<file path="src/rtl/esc_vc_pkg.sv">
package esc_vc_pkg;
  localparam int MESH_PORTS = 4;
  localparam logic [2:0] PORT_XP = 3'd0;
  localparam logic [2:0] PORT_XN = 3'd1;
  localparam logic [2:0] PORT_YP = 3'd2;
  localparam logic [2:0] PORT_YN = 3'd3;
  localparam logic [2:0] PORT_LOC = 3'd4;
endpackage

</file>
<file path="src/rtl/esc_vc_route.sv">
module esc_vc_route
  import esc_vc_pkg::*;
#(
  parameter int COORD_W = 3
) (
  input  logic [COORD_W-1:0]    cur_x,
  input  logic [COORD_W-1:0]    cur_y,
  input  logic [COORD_W-1:0]    dst_x,
  input  logic [COORD_W-1:0]    dst_y,
  output logic [MESH_PORTS-1:0] prod,
  output logic                  at_dest,
  output logic [2:0]            dor_port
);
  always_comb begin
    prod[0] = dst_x > cur_x;
    prod[1] = dst_x < cur_x;
    prod[2] = dst_y > cur_y;
    prod[3] = dst_y < cur_y;
    at_dest = ~|prod;
  end

  // X is resolved completely before Y (dimension order)
  always_comb begin
    if (prod[0])      dor_port = PORT_XP;
    else if (prod[1]) dor_port = PORT_XN;
    else if (prod[2]) dor_port = PORT_YP;
    else if (prod[3]) dor_port = PORT_YN;
    else              dor_port = PORT_LOC;
  end
endmodule

</file>
<file path="src/rtl/esc_vc_pick.sv">
module esc_vc_pick #(
  parameter int W     = 4,
  parameter int IDX_W = (W > 1) ? $clog2(W) : 1
) (
  input  logic [W-1:0]     vec,
  output logic             hit,
  output logic [IDX_W-1:0] idx
);
  always_comb begin
    hit = 1'b0;
    idx = '0;
    for (int i = W - 1; i >= 0; i--) begin
      if (vec[i]) begin
        hit = 1'b1;
        idx = IDX_W'(i);
      end
    end
  end
endmodule

</file>
<file path="src/rtl/esc_vc_selector.sv">
module esc_vc_selector
  import esc_vc_pkg::*;
#(
  parameter int COORD_W   = 3,
  parameter int ADAPT_VCS = 2,
  parameter int ESC_VCS   = 2,
  localparam int VC_W     = $clog2(ADAPT_VCS + ESC_VCS)
) (
  input  logic                            clk,
  input  logic                            rst_n,
  input  logic                            req_valid,
  input  logic [COORD_W-1:0]              cur_x,
  input  logic [COORD_W-1:0]              cur_y,
  input  logic [COORD_W-1:0]              dst_x,
  input  logic [COORD_W-1:0]              dst_y,
  input  logic                            phase_in,
  input  logic [MESH_PORTS*ADAPT_VCS-1:0] adapt_free,
  input  logic [MESH_PORTS*ESC_VCS-1:0]   esc_free,
  output logic                            sel_valid,
  output logic                            stall,
  output logic [2:0]                      out_port,
  output logic [VC_W-1:0]                 out_vc,
  output logic                            phase_out
);
  localparam int AI_W = (ADAPT_VCS > 1) ? $clog2(ADAPT_VCS) : 1;
  localparam int EI_W = (ESC_VCS > 1) ? $clog2(ESC_VCS) : 1;

  // reset: asserted asynchronously, released on a clock edge
  logic [1:0] rst_sync;
  logic       rst_q;
  always_ff @(posedge clk or negedge rst_n) begin
    if (!rst_n) rst_sync <= 2'b00;
    else        rst_sync <= {rst_sync[0], 1'b1};
  end
  assign rst_q = rst_sync[1];

  // direction analysis
  logic [MESH_PORTS-1:0] prod;
  logic                  at_dest;
  logic [2:0]            dor_port;
  esc_vc_route #(.COORD_W(COORD_W)) u_route (
    .cur_x(cur_x), .cur_y(cur_y), .dst_x(dst_x), .dst_y(dst_y),
    .prod(prod), .at_dest(at_dest), .dor_port(dor_port)
  );

  // adaptive candidates per mesh port
  logic [MESH_PORTS-1:0] ad_any;
  logic [MESH_PORTS-1:0] ad_ok;
  logic [AI_W-1:0]       ad_idx [MESH_PORTS];
  for (genvar p = 0; p < MESH_PORTS; p++) begin : g_adapt
    esc_vc_pick #(.W(ADAPT_VCS), .IDX_W(AI_W)) u_pick (
      .vec(adapt_free[p*ADAPT_VCS +: ADAPT_VCS]),
      .hit(ad_any[p]),
      .idx(ad_idx[p])
    );
    assign ad_ok[p] = prod[p] & ad_any[p];
  end

  logic       adapt_hit;
  logic [1:0] adapt_sel;
  esc_vc_pick #(.W(MESH_PORTS), .IDX_W(2)) u_port_pick (
    .vec(ad_ok), .hit(adapt_hit), .idx(adapt_sel)
  );

  // escape candidates on the dimension-order port
  logic [ESC_VCS-1:0] esc_vec;
  always_comb begin
    esc_vec = '0;
    for (int p = 0; p < MESH_PORTS; p++) begin
      if (dor_port == 3'(p)) esc_vec = esc_free[p*ESC_VCS +: ESC_VCS];
    end
  end

  logic            esc_hit;
  logic [EI_W-1:0] esc_idx;
  esc_vc_pick #(.W(ESC_VCS), .IDX_W(EI_W)) u_esc_pick (
    .vec(esc_vec), .hit(esc_hit), .idx(esc_idx)
  );

  // next-state decision
  logic            valid_n, stall_n, load_n, phase_n;
  logic [2:0]      port_n;
  logic [VC_W-1:0] vc_n;
  always_comb begin
    valid_n = 1'b0;
    stall_n = 1'b0;
    load_n  = 1'b0;
    port_n  = out_port;
    vc_n    = out_vc;
    phase_n = phase_out;
    if (req_valid) begin
      if (at_dest) begin
        valid_n = 1'b1;
        load_n  = 1'b1;
        port_n  = PORT_LOC;
        vc_n    = '0;
        phase_n = phase_in;
      end else if (!phase_in && adapt_hit) begin
        valid_n = 1'b1;
        load_n  = 1'b1;
        port_n  = {1'b0, adapt_sel};
        vc_n    = VC_W'(ad_idx[adapt_sel]);
        phase_n = 1'b0;
      end else if (esc_hit) begin
        valid_n = 1'b1;
        load_n  = 1'b1;
        port_n  = dor_port;
        vc_n    = VC_W'(ADAPT_VCS) + VC_W'(esc_idx);
        phase_n = 1'b1;
      end else begin
        stall_n = 1'b1;
      end
    end
  end

  // registers
  always_ff @(posedge clk or negedge rst_q) begin
    if (!rst_q) begin
      sel_valid <= 1'b0;
      stall     <= 1'b0;
    end else begin
      sel_valid <= valid_n;
      stall     <= stall_n;
    end
  end

  always_ff @(posedge clk or negedge rst_q) begin
    if (!rst_q) begin
      out_port  <= '0;
      out_vc    <= '0;
      phase_out <= 1'b0;
    end else if (load_n) begin
      out_port  <= port_n;
      out_vc    <= vc_n;
      phase_out <= phase_n;
    end
  end

  // assertions
  logic need_esc;
  assign need_esc = req_valid && !at_dest && (phase_in || !adapt_hit);

  a_r4_productive: assert property (@(posedge clk) disable iff (!rst_q)
    (req_valid && !phase_in && adapt_hit) |-> prod[adapt_sel]);

  a_r5_fallback: assert property (@(posedge clk) disable iff (!rst_q)
    (need_esc && !phase_in && esc_hit) |=>
      (sel_valid && phase_out && out_vc >= VC_W'(ADAPT_VCS)));

  a_r6_sticky: assert property (@(posedge clk) disable iff (!rst_q)
    (req_valid && phase_in) |=> (stall || (sel_valid && phase_out)));

  a_r7_x_first: assert property (@(posedge clk) disable iff (!rst_q)
    (need_esc && esc_hit && (prod[0] || prod[1])) |=> (out_port <= PORT_XN));

  a_r8_hold: assert property (@(posedge clk) disable iff (!rst_q)
    (need_esc && !esc_hit) |=>
      (stall && !sel_valid && $stable(out_port) && $stable(out_vc) && $stable(phase_out)));

  a_r8_exclusive: assert property (@(posedge clk) disable iff (!rst_q)
    $onehot0({sel_valid, stall}));

  a_r9_idle: assert property (@(posedge clk) disable iff (!rst_q)
    !req_valid |=> (!sel_valid && !stall));
endmodule

</file>
<file path="config.mk">
export PLATFORM = sky130hd
export DESIGN_NAME = esc_vc_selector
export DESIGN_NICKNAME = d
export VERILOG_FILES = /design/src/rtl/esc_vc_pkg.sv /design/src/rtl/esc_vc_route.sv /design/src/rtl/esc_vc_pick.sv /design/src/rtl/esc_vc_selector.sv
export SDC_FILE = /design/constraint.sdc
export NUM_CORES = 1
export LEC_CHECK = 0
export BUFFER_PORTS_ARGS = -buffer_cell sky130_fd_sc_hd__buf_2
export CAP_MARGIN = 15
export CORE_MARGIN = 2
export CORE_UTILIZATION = 40
export CTS_CLUSTER_DIAMETER = 60
export DETAILED_ROUTE_END_ITERATION = 8
export PLACE_DENSITY_LB_ADDON = 0.05
export SLEW_MARGIN = 15
export SYNTH_ARGS = -nofsm -noshare
export SYNTH_HDL_FRONTEND = slang
export SYNTH_SLANG_ARGS = --single-unit
</file>
<file path="constraint.sdc">
create_clock -name clk -period 1.1 [get_ports clk]
set_input_delay 0.22 -clock clk [delete_from_list [all_inputs] [get_ports clk]]
set_output_delay 0.22 -clock clk [all_outputs]
set_load 0.05 [all_outputs]
</file>
==> impl_metrics.csv, run 1 <==
group,metric,value,unit
worst_setup_path,worst-r2r-cell-count,1,
synth,yosys_warnings,0,
sta,layout_setup_ws,-0.808,ns
drt,drt-pass1-iter-count,4,
drt,first_iter_violations,10,
sta,fin_crit_sh,173,%
cts,root_buffer,"clkbuf_4",
cts,insertion_delay,0.26,ns
sta,max_freq,0.524,GHz
die,row_count,16,
synth,yosysMostFrequentCell,"dfrtp_1",
worst_setup_path,worstPathRequired,1.25,ns
synth,synth_top_family_by_area,"compound AO/OA/AOI/OAI gates",
synth,synth_top_cell_area_share,29.5,%
synth,synth_mux_area_share,10.2,%
finish,diodes,0,
sta,finClkSkew,0.00659,ns
finish,area_growth,75.4,%
grt,track_usage,22.4,%
grt,overflow,0,
synth,syn_inst,85,
die,die_w,50.1,µm
worst_setup_path,path_buf_inv,2,
grt,grt_max_degree,9,
synth,syn-cell-area,848,µm²
synth,synth_fa_ha_area_share,8.85,%
run_status,failed_checks,"setup timing",
synth,synth-seq-cells,10,
grt,grt_pass1_vias,988,
worst_setup_path,slowest_stage,"mux2_4",
worst_setup_path,cp.arrival,2.06,ns
worst_setup_path,end_kind,"register",
die,core_area,1980,µm²
finish,num-nets-final,191,
worst_setup_path,crit_chain,"buf_6 -> inv_4 -> ha_4 -> and3_4 -> a211o_1 -> a41oi_4 -> nor4_4 -> a31oi_4 -> mux2_4",
drt,drc_errors,0,
worst_setup_path,crit_path_start_kind,"primary input",
sta,setup_violations,8,
power,peakVddDrop,1380,µV
worst_setup_path,path_max_fanout,6,
grt,grt_pass1_wl,4.26,mm
die,die_area,2510,µm²
drt,wirelength,2.35,mm
run_status,status,"finished, violations left",
synth,ys_seq_area_share,29.5,%
cts,cts_made_buffers,3,
drt,ant_nets,0,
die,ioPinCount,40,
cts,clock_sinks,10,
drt,via_per_inst,5.06,
synth,synth_edf_count,0,
worst_setup_path,cp_slowest_stage_delay,0.33,ns
synth,synth_simple_gate_area_share,20.6,%
drt,routedWlPerCell,13.2,µm
worst_setup_path,cp_top_family,"compound AO/OA/AOI/OAI gates",
die,die_y,50.1,µm
synth,synth_area_leaders,"dfrtp_1 29%, ha_1 8.8%, mux2_4 5.3%",
synth,synth_nets,123,
power,power.density,1080,nW/µm²
sta,rsz0062_at_grt,"true",
power,power.total,1.61,mW
power,p_leak,0.705,nW
placement,dp_hpwl,1.86,mm
sta,post-route-min-period,1.91,ns
worst_setup_path,crit_type,"in2reg",
synth,ys_async_sr_fraction,100,%
grt,antenna_found_initial,0,
finish,fillCellCount,151,
placement,port_buffers,39,
finish,drive_gt1_share,63.6,%
worst_hold_path,hold_class,"reg2async",
placement,gp_congestion,0.816,
synth,syn_avg_cell_area,9.98,µm²
synth,synth-main-ff-cell,"dfrtp_1",
synth,synth_compound_area_share,26.8,%
cts,path_clk_slew,0.06,ns
run,cap_violations,0,
synth,synth_top_cell_by_area,"dfrtp_1",
sta,drv_slew,0,
cts,clock_path_buffers,2,
worst_setup_path,cp.depth,9,
synth,yosysUniqueCellTypes,37,
die,start_util,42.8,%
sta,final-hold-violation-count,0,
synth,netlist_top_cells_count,"10 x dfrtp_1, 8 x inv_1, 6 x ha_1, 6 x nor2_1, 5 x nand3_1",
drt,via_count,900,
cts,cts_tree,"built",
synth,synthXorXnorAreaFrac,0,%
finish,postLayoutCoreUtil,75.1,%
cts,htreeDepth,1,
==> registers in the layout (all words and copies together) (netlist names) <==
register and cells:
out_port 3, phase_out 1, sel_valid 1, out_vc 2, rst_sync 2, stall 1
==> what timing repair did <==
| action | in CTS | in global routing |
|---|---|---|
| endpoints found under the hold margin | 2 | 0 |
| hold buffers | 1 | 0 |
| setup buffers | 3 | 0 |
| pin swaps | 6 | 2 |
| gates resized for setup | 19 | 10 |
| endpoints found under the setup margin | 10 | 14 |
==> stage by stage <==
| step | hold WS [ns] | instances | TNS, ns | instance area [µm²] | worst slack, ns |
|---|---|---|---|---|---|
| after detailed placement | 0.00791 | 171 | -8.33 | 1320 | -1.12 |
| after global routing | 0.151 | 178 | -6.61 | 1490 | -0.911 |
| after CTS | 0.136 | 178 | -5.66 | 1470 | -0.805 |
| after floorplan | -0.0756 | 85 | -6.20 | 942 | -0.944 |
| after global placement | 0.00359 | 171 | -7.96 | 1320 | -1.07 |
| final | 0.125 | 178 | -5.76 | 1490 | -0.808 |
==> placed cells by master (no fill, tap or decap), types with 2 or more instances in the layout <==
master and n:
buf_6 8, buf_4 23, nand2_1 3, buf_2 28, inv_1 5, nor2_1 6
a21oi_2 2, mux2_4 3, nor2b_1 4, o21ai_0 3, and3_4 2, ha_4 5
mux2i_1 3, nand3_1 4, and2_1 2, dfrtp_1 10, clkbuf_4 5
==> final timing paths <==
path	startpoint	endpoint	slack, ns
worst max-delay path	cur_x[1]	out_port[0]$_DFFE_PN0P_	-0.81
worst min-delay path	rst_sync[1]$_DFF_PN0_	out_port[0]$_DFFE_PN0P_	0.12
worst max register to register	out_port[2]$_DFFE_PN0P_	out_port[2]$_DFFE_PN0P_	0.32
worst min register to register	rst_sync[1]$_DFF_PN0_	out_port[0]$_DFFE_PN0P_	0.12
max in group asynchronous	rst_n	rst_sync[0]$_DFF_PN0_	0.72
min in group clk	req_valid	out_vc[1]$_DFFE_PN0P_	0.26
==> power by group <==
part | switching, mW | total [mW] | internal (mW)
logic | 0.481 | 0.917 | 0.435
clock network | 0.112 | 0.237 | 0.126
registers | 0.0356 | 0.456 | 0.421
total | 0.628 | 1.61 | 0.982
==> cell families (layout without fill, tap and decap cells) <==
group           count (synthesis)  in the layout
buf+inv                         8             74
other cells                     1              1
flops                          10             10
compound gates                 24             24
fa+ha+maj                       6              6
mux                             7              7
simple gates                   29             29
==> metal layers <==
layer | global-route usage (%) | share of wire [%] | vias up
li1 | - | - | 456
met1 | 25.6 | 42 | 420
met2 | 42.1 | 53 | 24
met3 | 6.67 | 4.3 | 0
met4 | 1.39 | 0 | 0
met5 | 0 | 0 | -
==> area by class of cell <==
class	instances	area [µm²]	share of cell area [%]
sequential	10	250	16.8
timing repair buffer	63	443	29.8
inverter	8	40.0	2.69
tap	27	33.8	2.27
multi-input combinational	67	698	46.9
clock buffer	3	22.5	1.51
(Power assumes the default switching activity.)
==> run 2: changes to the inputs <==
Settings changed: CORE_MARGIN 2 to not set, GPL_TIMING_DRIVEN set to 0.
==> impl_metrics.csv, run 2 (synthesis results as in run 1) <==
group,metric,value,unit
grt,grt_pass1_vias,767,
placement,port_buffers,39,
power,p_seq_share,29.4,%
finish,layout_common_cells,"27 x buf_2, 10 x dfrtp_1, 10 x buf_4",
worst_setup_path,crit_chain,"buf_2 -> ha_4 -> and3_4 -> a211o_4 -> a41oi_4 -> nor4_4 -> a31oi_4 -> mux2_4",
finish,regMostFlops,"out_port",
power,p_leak,0.617,nW
cts,path_clk_slew,0.06,ns
cts,clock_path_buffers,2,
sta,max_freq,0.520,GHz
worst_setup_path,cp.arrival,2.06,ns
power,pwr-share-comb,55.1,%
cts,cts_made_buffers,3,
finish,diodes,0,
worst_setup_path,worstPathRequired,1.24,ns
drt,drc_errors,0,
sta,layout_setup_ws,-0.823,ns
drt,drt-pass1-iter-count,4,
power,switching_share,40.2,%
grt,busiest_layer,"met2",
finish,fillCellCount,166,
placement,dp_hpwl,1.62,mm
drt,first_iter_violations,16,
drt,via_per_inst,5.42,
placement,gp_congestion,0.705,
placement,place_inst,151,
die,row_count,16,
finish,multi_input_area,721,µm²
grt,gr-usage-met3,8.30,%
sta,rsz0062_at_grt,"true",
finish,reg.largest.list,"out_port x3, out_vc x2, rst_sync x2",
die,start_util,42.8,%
finish,final_cells,160,
power,p_int,0.923,mW
drt,ant_nets,0,
run_status,status,"finished, violations left",
grt,grt_pass1_wl,3.18,mm
power,power.density,1130,nW/µm²
die,die_area,2310,µm²
worst_setup_path,cp_slowest_stage_delay,0.34,ns
finish,postLayoutCoreUtil,69.1,%
worst_setup_path,path_max_fanout,7,
grt,met1_usage,25.0,%
grt,use_met2,33.2,%
finish,num-nets-final,173,
run,cap_violations,0,
worst_setup_path,crit_type,"in2reg",
sta,finClkSkew,0.00702,ns
drt,routedWlPerCell,13.7,µm
sta,setup_violations,8,
finish,area_growth,61.4,%
finish,drive_gt1_share,60.9,%
run_status,failed_checks,"setup timing",
cts,cts_tree,"built",
grt,grt_max_degree,9,
sta,post-route-min-period,1.92,ns
cts,insertion_delay,0.26,ns
die,die_w,48.1,µm
finish,final_common_cell,"buf_2",
power,pwr-share-clk,15.4,%
cts,root_buffer,"clkbuf_4",
die,ioPinCount,40,
sta,drv_slew,0,
power,p_switching,0.621,mW
cts,clock_sinks,10,
grt,track_usage,19.9,%
worst_setup_path,end_kind,"register",
grt,antenna_found_initial,0,
power,peakVddDrop,1080,µV
drt,wirelength,2.19,mm
die,core_area,1980,µm²
worst_hold_path,hold_class,"reg2async",
die,die_y,48.1,µm
worst_setup_path,crit_path_start_kind,"primary input",
worst_setup_path,slowest_stage,"mux2_4",
finish,seq_area,250,µm²
drt,via_count,867,
sta,final-hold-violation-count,0,
sta,fin_crit_sh,175,%
grt,overflow,0,
finish,largest_reg_flops,3,
power,power.total,1.54,mW
cts,htreeDepth,1,
[run 2: final timing paths]
kind | from | cells past startpoint | endpoint | slack (ns)
worst max-delay path | dst_y[1] | 8 | out_port[2]$_DFFE_PN0P_ | -0.82
worst min-delay path | rst_sync[1]$_DFF_PN0_ | 0 | out_vc[1]$_DFFE_PN0P_ | 0.12
worst max register to register | out_port[0]$_DFFE_PN0P_ | 1 | out_port[0]$_DFFE_PN0P_ | 0.32
worst min register to register | rst_sync[1]$_DFF_PN0_ | 0 | out_vc[1]$_DFFE_PN0P_ | 0.12
max in group asynchronous | rst_n | 2 | rst_sync[0]$_DFF_PN0_ | 0.72
min in group clk | req_valid | 3 | out_vc[1]$_DFFE_PN0P_ | 0.25
[run 2: layout make-up]
cell class | count | share of cell area (%)
multi-input combinational | 67 | 52.7
timing repair buffer | 45 | 21.8
inverter | 8 | 3.11
sequential | 10 | 18.3
clock buffer | 3 | 1.65
tap | 27 | 2.47
[run 2: worst max-delay path, delay by kind of cell]
family | cells | cell delay [ns]
adders and majority gates | 1 | 0.25
AOI/OAI and AO/OA | 3 | 0.87
buffers and inverters | 1 | 0.12
and+or+nand+nor | 2 | 0.27
muxes | 1 | 0.34
[run 2: what timing repair did]
action | in CTS | in global routing
endpoints found under the setup margin | 11 | 13
pin swaps | 11 | 5
gates resized for setup | 19 | 14
hold buffers | 1 | 0
endpoints found under the hold margin | 2 | 0
buffers inserted | 4 | 1
[run 2: per-stage QoR]
stage          cell area, µm²  worst slack [ns]  TNS (ns)  hold WS (ns)
2_1_floorplan             942            -0.944     -6.20       -0.0756
3_3_place_gp             1170             -1.24     -8.59       0.00394
3_5_place_dp             1170             -1.26     -8.75       0.00625
4_1_cts                  1310            -0.817     -5.34         0.133
5_1_grt                  1370            -0.862     -6.05         0.142
6_report                 1370            -0.823     -5.67         0.122
[run 2: metal layers]
metal  wire, µm  vias to the layer above
li1           -                      422
met4          0                        0
met2       1150                       28
met1        953                      417
met3         88                        0
met5          0                        -
[run 2: power groups by stage]
stage	Combinational [mW]	Sequential, mW	Clock, mW
after floorplan	0.360	0.630	0
after global placement	0.702	0.455	0
after detailed placement	0.714	0.456	0
after CTS	0.797	0.450	0.249
after global routing	0.908	0.462	0.274
final	0.852	0.455	0.238
